`src/rtl/aiu_pkg.sv`:
```
// Shared definitions for the audio interrupt status unit.
// Assumes bit positions are common to mask, status and clear registers.
package aiu_pkg;

    localparam int NSRC = 7;

    // Source positions within the mask, status and clear registers.
    localparam int SRC_FIFO       = 0;
    localparam int SRC_XRUN       = 1;
    localparam int SRC_EARLY_FS   = 2;
    localparam int SRC_LATE_FS    = 3;
    localparam int SRC_CODEC_NRDY = 4;
    localparam int SRC_MUTE       = 5;
    localparam int SRC_CLKCFG     = 6;

    typedef enum logic [1:0] {
        PROTO_FREE  = 2'd0,
        PROTO_SPDIF = 2'd1,
        PROTO_AC97  = 2'd2,
        PROTO_ALT   = 2'd3
    } proto_e;

    typedef struct packed {
        logic   master;
        logic   tx;
        proto_e proto;
        logic   div_bypass;
    } mode_t;

endpackage

```
`src/rtl/aiu_fifo_req.sv`:
```
// Live FIFO request level.
// Compares the fill count against the threshold in the direction given by
// the transfer mode. Purely combinational; no state is kept.
module aiu_fifo_req #(
    parameter int FW = 5
) (
    input  logic          tx_i,
    input  logic [FW-1:0] fill_i,
    input  logic [FW-1:0] thresh_i,
    output logic          req_o
);

    // Transmitter wants data when low, receiver wants draining when high.
    always_comb begin
        if (tx_i) begin
            req_o = (fill_i <= thresh_i);
        end else begin
            req_o = (fill_i >= thresh_i);
        end
    end

endmodule

```
`src/rtl/aiu_mode_gate.sv`:
```
// Mode qualification of event pulses.
// Passes each raw event only when the operating mode gives it meaning.
// Assumes events are single-cycle pulses from the transfer engine.
module aiu_mode_gate
    import aiu_pkg::*;
(
    input  aiu_pkg::mode_t    mode_i,
    input  logic [NSRC-1:1]   evt_i,
    output logic [NSRC-1:1]   qual_o
);

    logic slave_plain;
    logic slave_ac97;

    // Common mode terms shared by several sources.
    always_comb begin
        slave_plain = !mode_i.master &&
                      (mode_i.proto != PROTO_AC97) &&
                      (mode_i.proto != PROTO_SPDIF);
        slave_ac97  = !mode_i.master && (mode_i.proto == PROTO_AC97);
    end

    // Per-source gating of the raw pulses.
    always_comb begin
        qual_o                 = '0;
        qual_o[SRC_XRUN]       = evt_i[SRC_XRUN];
        qual_o[SRC_EARLY_FS]   = evt_i[SRC_EARLY_FS] && slave_plain;
        qual_o[SRC_LATE_FS]    = evt_i[SRC_LATE_FS] && slave_plain;
        qual_o[SRC_CODEC_NRDY] = evt_i[SRC_CODEC_NRDY] && slave_ac97;
        qual_o[SRC_MUTE]       = evt_i[SRC_MUTE] && !mode_i.tx;
        qual_o[SRC_CLKCFG]     = evt_i[SRC_CLKCFG] && mode_i.master &&
                                 !mode_i.div_bypass;
    end

endmodule

```
`src/rtl/aiu_flag_bank.sv`:
```
// Bank of sticky status flags.
// Each flag is set by its qualified event and cleared by its clear strobe;
// a set in the same cycle as a clear wins. Synchronous active-low reset.
module aiu_flag_bank #(
    parameter int NF = 6
) (
    input  logic          clk,
    input  logic          rst_n,
    input  logic [NF-1:0] set_i,
    input  logic [NF-1:0] clr_i,
    output logic [NF-1:0] flag_o
);

    for (genvar g = 0; g < NF; g++) begin : g_flag
        // One sticky bit: set has priority over clear.
        always_ff @(posedge clk) begin
            if (!rst_n) begin
                flag_o[g] <= 1'b0;
            end else if (set_i[g]) begin
                flag_o[g] <= 1'b1;
            end else if (clr_i[g]) begin
                flag_o[g] <= 1'b0;
            end
        end

        AST_EVT_SETS_FLAG: assert property (@(posedge clk) disable iff (!rst_n)
            set_i[g] |=> flag_o[g]);
        AST_CLR_DROPS_FLAG: assert property (@(posedge clk) disable iff (!rst_n)
            (clr_i[g] && !set_i[g]) |=> !flag_o[g]);
        AST_FLAG_HOLDS: assert property (@(posedge clk) disable iff (!rst_n)
            (!clr_i[g] && !set_i[g]) |=> $stable(flag_o[g]));
    end

endmodule

```
`src/rtl/aiu_regs.sv`:
```
// Register bus front end.
// Holds the mask register, decodes clear writes into strobes and muxes the
// read data. Reads are combinational on the address; writes take effect at
// the clock edge where bus_we is sampled.
module aiu_regs #(
    parameter int AW        = 4,
    parameter int DW        = 32,
    parameter int NS        = 7,
    parameter int ADDR_MASK = 0,
    parameter int ADDR_STAT = 1,
    parameter int ADDR_CLR  = 2
) (
    input  logic          clk,
    input  logic          rst_n,
    input  logic          we_i,
    input  logic [AW-1:0] addr_i,
    input  logic [DW-1:0] wdata_i,
    output logic [DW-1:0] rdata_o,
    input  logic [NS-1:0] status_i,
    output logic [NS-1:0] mask_o,
    output logic [NS-1:1] clr_o
);

    logic hit_mask;
    logic hit_stat;
    logic hit_clr;

    // Address decode.
    always_comb begin
        hit_mask = (addr_i == AW'(ADDR_MASK));
        hit_stat = (addr_i == AW'(ADDR_STAT));
        hit_clr  = (addr_i == AW'(ADDR_CLR));
    end

    // Mask register storage.
    always_ff @(posedge clk) begin
        if (!rst_n) begin
            mask_o <= '0;
        end else if (we_i && hit_mask) begin
            mask_o <= wdata_i[NS-1:0];
        end
    end

    // Clear strobes: one-cycle, only for sticky bits.
    always_comb begin
        clr_o = '0;
        if (we_i && hit_clr) begin
            clr_o = wdata_i[NS-1:1];
        end
    end

    // Read data mux.
    always_comb begin
        rdata_o = '0;
        if (hit_mask) begin
            rdata_o[NS-1:0] = mask_o;
        end else if (hit_stat) begin
            rdata_o[NS-1:0] = status_i;
        end
    end

    AST_MASK_ONLY_ON_WRITE: assert property (@(posedge clk) disable iff (!rst_n)
        !(we_i && hit_mask) |=> $stable(mask_o));

endmodule

```
`src/rtl/audio_irq_unit.sv`:
```
// Audio interface interrupt status unit (top).
// Collects mode-qualified events into sticky flags, adds the live FIFO
// request, applies the mask and registers the interrupt line.
// Assumes all inputs are synchronous to clk.
module audio_irq_unit
    import aiu_pkg::*;
#(
    parameter int AW = 4,
    parameter int DW = 32,
    parameter int FW = 5
) (
    input  logic          clk,
    input  logic          rst_n,
    input  logic          bus_we,
    input  logic [AW-1:0] bus_addr,
    input  logic [DW-1:0] bus_wdata,
    output logic [DW-1:0] bus_rdata,
    input  logic [FW-1:0] fifo_fill,
    input  logic [FW-1:0] fifo_thresh,
    input  logic          mode_master,
    input  logic          mode_tx,
    input  logic [1:0]    mode_proto,
    input  logic          mode_div_bypass,
    input  logic          evt_xrun,
    input  logic          evt_early_fs,
    input  logic          evt_late_fs,
    input  logic          evt_codec_nrdy,
    input  logic          evt_mute,
    input  logic          evt_clkcfg,
    output logic          irq_o
);

    localparam int NSTICKY = NSRC - 1;

    mode_t             mode;
    logic [NSRC-1:1]   evt_raw;
    logic [NSRC-1:1]   evt_qual;
    logic [NSRC-1:1]   clr_strobe;
    logic [NSTICKY-1:0] sticky;
    logic              fifo_req;
    logic [NSRC-1:0]   status;
    logic [NSRC-1:0]   mask;

    // Pack mode and event inputs.
    always_comb begin
        mode.master     = mode_master;
        mode.tx         = mode_tx;
        mode.proto      = proto_e'(mode_proto);
        mode.div_bypass = mode_div_bypass;
        evt_raw[SRC_XRUN]       = evt_xrun;
        evt_raw[SRC_EARLY_FS]   = evt_early_fs;
        evt_raw[SRC_LATE_FS]    = evt_late_fs;
        evt_raw[SRC_CODEC_NRDY] = evt_codec_nrdy;
        evt_raw[SRC_MUTE]       = evt_mute;
        evt_raw[SRC_CLKCFG]     = evt_clkcfg;
    end

    aiu_fifo_req #(.FW(FW)) i_fifo_req (
        .tx_i     (mode_tx),
        .fill_i   (fifo_fill),
        .thresh_i (fifo_thresh),
        .req_o    (fifo_req)
    );

    aiu_mode_gate i_mode_gate (
        .mode_i (mode),
        .evt_i  (evt_raw),
        .qual_o (evt_qual)
    );

    aiu_flag_bank #(.NF(NSTICKY)) i_flag_bank (
        .clk    (clk),
        .rst_n  (rst_n),
        .set_i  (evt_qual),
        .clr_i  (clr_strobe),
        .flag_o (sticky)
    );

    // Unmasked status view.
    always_comb begin
        status = {sticky, fifo_req};
    end

    aiu_regs #(.AW(AW), .DW(DW), .NS(NSRC)) i_regs (
        .clk      (clk),
        .rst_n    (rst_n),
        .we_i     (bus_we),
        .addr_i   (bus_addr),
        .wdata_i  (bus_wdata),
        .rdata_o  (bus_rdata),
        .status_i (status),
        .mask_o   (mask),
        .clr_o    (clr_strobe)
    );

    // Registered interrupt request.
    always_ff @(posedge clk) begin
        if (!rst_n) begin
            irq_o <= 1'b0;
        end else begin
            irq_o <= |(status & mask);
        end
    end

    AST_IRQ_RISES: assert property (@(posedge clk) disable iff (!rst_n)
        (|(status & mask)) |=> irq_o);
    AST_IRQ_QUIET: assert property (@(posedge clk) disable iff (!rst_n)
        !(|(status & mask)) |=> !irq_o);
    AST_MUTE_TX_BLOCKED: assert property (@(posedge clk) disable iff (!rst_n)
        (mode_tx && !status[SRC_MUTE]) |=> !status[SRC_MUTE]);
    AST_LATE_FS_MASTER_BLOCKED: assert property (@(posedge clk) disable iff (!rst_n)
        (mode_master && !status[SRC_LATE_FS]) |=> !status[SRC_LATE_FS]);
    AST_CLKCFG_SLAVE_BLOCKED: assert property (@(posedge clk) disable iff (!rst_n)
        (!mode_master && !status[SRC_CLKCFG]) |=> !status[SRC_CLKCFG]);
    AST_CODEC_NONAC97_BLOCKED: assert property (@(posedge clk) disable iff (!rst_n)
        ((mode_proto != 2'd2) && !status[SRC_CODEC_NRDY]) |=> !status[SRC_CODEC_NRDY]);

endmodule

```
`config.mk`:
```
export PLATFORM = sky130hd
export DESIGN_NAME = audio_irq_unit
export DESIGN_NICKNAME = d
export VERILOG_FILES = /design/src/rtl/aiu_pkg.sv /design/src/rtl/aiu_fifo_req.sv /design/src/rtl/aiu_mode_gate.sv /design/src/rtl/aiu_flag_bank.sv /design/src/rtl/aiu_regs.sv /design/src/rtl/audio_irq_unit.sv
export SDC_FILE = /design/constraint.sdc
export NUM_CORES = 1
export LEC_CHECK = 0
export ABC_AREA = 0
export BUFFER_PORTS_ARGS = -buffer_cell sky130_fd_sc_hd__buf_2
export CORE_AREA = 3 3 59 56
export CTS_BUF_LIST = sky130_fd_sc_hd__clkbuf_16
export CTS_CLUSTER_SIZE = 12
export DETAILED_ROUTE_END_ITERATION = 8
export DIE_AREA = 0 0 62 59
export PLACE_DENSITY = 0.82
export SLEW_MARGIN = 20
export SYNTH_ARGS = -nofsm -noshare
export SYNTH_HDL_FRONTEND = slang
export SYNTH_SLANG_ARGS = --single-unit
```
`constraint.sdc`:
```
create_clock -name clk -period 4 [get_ports clk]
set_clock_uncertainty 0.1 [all_clocks]
set_input_delay 0.2 -clock clk [delete_from_list [all_inputs] [get_ports clk]]
set_output_delay 0.2 -clock clk [all_outputs]
set_load 0.005 [all_outputs]
```
==> out/metrics.cfg <==
[placed_design]
globalplace.congestion=0.7515
io_buffers=42
hpwl_mm=1.818
place_ws_ns=2.171
placed_cells=205

[logic_synthesis]
seq_area_frac_synth_pct=25.57
syn-cell-area_sq_um=1096
synth_area_per_cell_sq_um=8.563
ys_types=29
netlist_instances=128
yosys_warnings=0
ys_ff_latch=14

[route]
via_count=909
drt_iter0_drc=13
avgViaCountPerCell=4.370
routed_wl_mm=2.183
firstDrtPassIters=4
wl_per_cell_microns=10.50
antenna_left=0
drc=0

[final_layout]
drive_above_1_share_pct=29.17
instances_no_fill=208
seqCellArea_sq_um=280.3
multi_input_area_sq_um=658.1
mostFrequentLayoutCell=buf_2
fin_nets=235
num_antenna_cells=0
mostFrequentLayoutCells=42 x buf_2, 25 x conb_1, 14 x dfxtp_1
fillers=290
areaGrowthSynthToFinish_pct=18.61

[clock_network]
hold_buffers=0
htree_levels=1
cts-buffers-inserted=3
clock-root-buffer=clkbuf_16
clock_sinks=14
clk_latency_ns=0.24
clkTransAtPathRegs_ns=0.04
cts_setup_buffers=0
tritoncts=built
cts_buffer_depth=2
post_cts_resized=0

[global_routing]
use_met1_pct=14.80
grt_max_degree=17
first_global_vias=836
grt_pass1_wl_mm=3.436
grt_overflow_total=0
met3_usage_pct=4.793
track_usage_pct=12.64
grt_util_met2_pct=20.71
busiest_layer=met2
antenna_found_initial=0

[sta]
slew_viol_final=0
hold_violations=0
rsz0062_at_grt=false
finalCritPeriodShare_pct=45.50
timing.final.ws_setup_ns=2.180
setup_viol=0
tns_ns=0
max_freq_mhz=549.5
fin_crit_ns=1.820

[setup_path]
crit_path_end_kind=primary output
cp_max_fo=3
crit_path_start=fifo_fill[4]
start_kind=input port
arrival_ns=1.52
crit_required_ns=3.70
reg2reg_depth=4
path_class=in -> out
r2r-start=i_flag_bank.flag_o[5]

[outcome]
status=finished, final reports clean

[power]
leakage_uw=0.0007035
vdd_ir_drop_max_v=0.0002459
p_total_uw=390.3
p_per_area_nw_per_um2=300.2

[flow_run]
maxCapViolations=0

[floorplan]
start_util_pct=40.22
io_pins=93
core_sq_um=2725
die_w_microns=62
die_area_sq_um=3658
std_cell_rows=18
die_h_microns=59

[hold_path]
holdPathStages=2
hold_path_class=in -> reg
min_from=evt_xrun

==> registers in the layout, indices dropped and copies added (netlist names) <==
register	cells
i_flag_bank.flag_o	6
i_regs.mask_o	7
irq_o	1
==> Yosys cell counts (all sizes together) <==
cell	instances	area, sq um
and2b	1	8.760
and2	2	12.51
a211oi	2	15.01
a21boi	6	45.04
nand2	4	15.01
dfxtp	14	280.3
or3	1	11.26
nand4	1	6.260
nand2b	1	13.76
nor2b	8	50.05
o21ai	2	10.01
xor2	1	8.760
nor4bb	1	10.01
o221ai	1	8.760
ha	5	62.56
nand3	2	10.01
a22oi	3	22.52
inv	7	26.28
a21oi	2	10.01
and3	1	7.510
buf	28	217.7
nor3	1	5.000
conb	1	3.750
mux2i	13	130.1
o21a	7	52.55
nor2	11	41.29
o21bai	1	7.510
clkbuf	1	3.750
==> stage by stage <==
step / utilization [%] / hold slack, ns / area [sq um]
after detailed placement: 44.95 / 0.3176 / 1225
final: 47.70 / 0.07137 / 1300
after global placement: 44.95 / 0.3115 / 1225
after global routing: 47.70 / 0.08818 / 1300
after CTS: 47.70 / 0.06839 / 1300
after floorplan: - / 0.2239 / 1186
==> path summary, 6_finish.rpt <==
path	slack, ns	to
worst max register to register	2.96	irq_o
worst max-delay path	2.18	bus_rdata[0]
worst min-delay path	0.07	i_flag_bank.flag_o[0]
worst min register to register	0.45	i_regs.mask_o[4]
==> critical path: stages <==
cell and delay [ns]:
buf_2 0.10, ha_1 0.32, a21oi_1 0.14, o21ai_0 0.15, a211oi_1 0.36, a211oi_1 0.11, buf_2 0.15
==> power breakdown <==
group / switching, uW / total [uW] / leakage (uW) / internal (uW)
Sequential: 3.18 / 148 / 0.000114 / 145
Combinational: 31.1 / 61.6 / 0.000553 / 30.5
Clock: 50.6 / 181 / 0.0000370 / 130
Total: 84.9 / 390 / 0.000703 / 305
==> layer usage <==
layer / vias up / routed length [microns] / part of all wire (%)
li1: 463 / - / -
met1: 405 / 847 / 39
met2: 37 / 1087 / 50
met3: 4 / 228 / 10
met4: 0 / 21 / 0.96
met5: - / 0 / 0
==> cell families (layout without fill, tap and decap cells) <==
group,Yosys count,count (layout),synth area share (%)
multiplexers,13,13,11.87
buffers and inverters,36,52,22.60
AND/OR/NAND/NOR,34,34,17.47
AO/OA/AOI/OAI,24,24,15.64
flip-flops,14,14,25.57
other,1,25,0.3421
adder cells (fa/ha/maj),5,5,5.708
XOR/XNOR,1,1,0.7992
==> cell type report <==
| cell class | count | area share, % |
|---|---|---|
| Multi-Input combinational cell | 102 | 50.63 |
| Sequential cell | 14 | 21.56 |
| Timing Repair Buffer | 42 | 16.17 |
| Clock buffer | 3 | 5.775 |
| Tap cell | 40 | 3.850 |
| Inverter | 7 | 2.021 |
No activity file was read; power rests on OpenSTA's default activity.
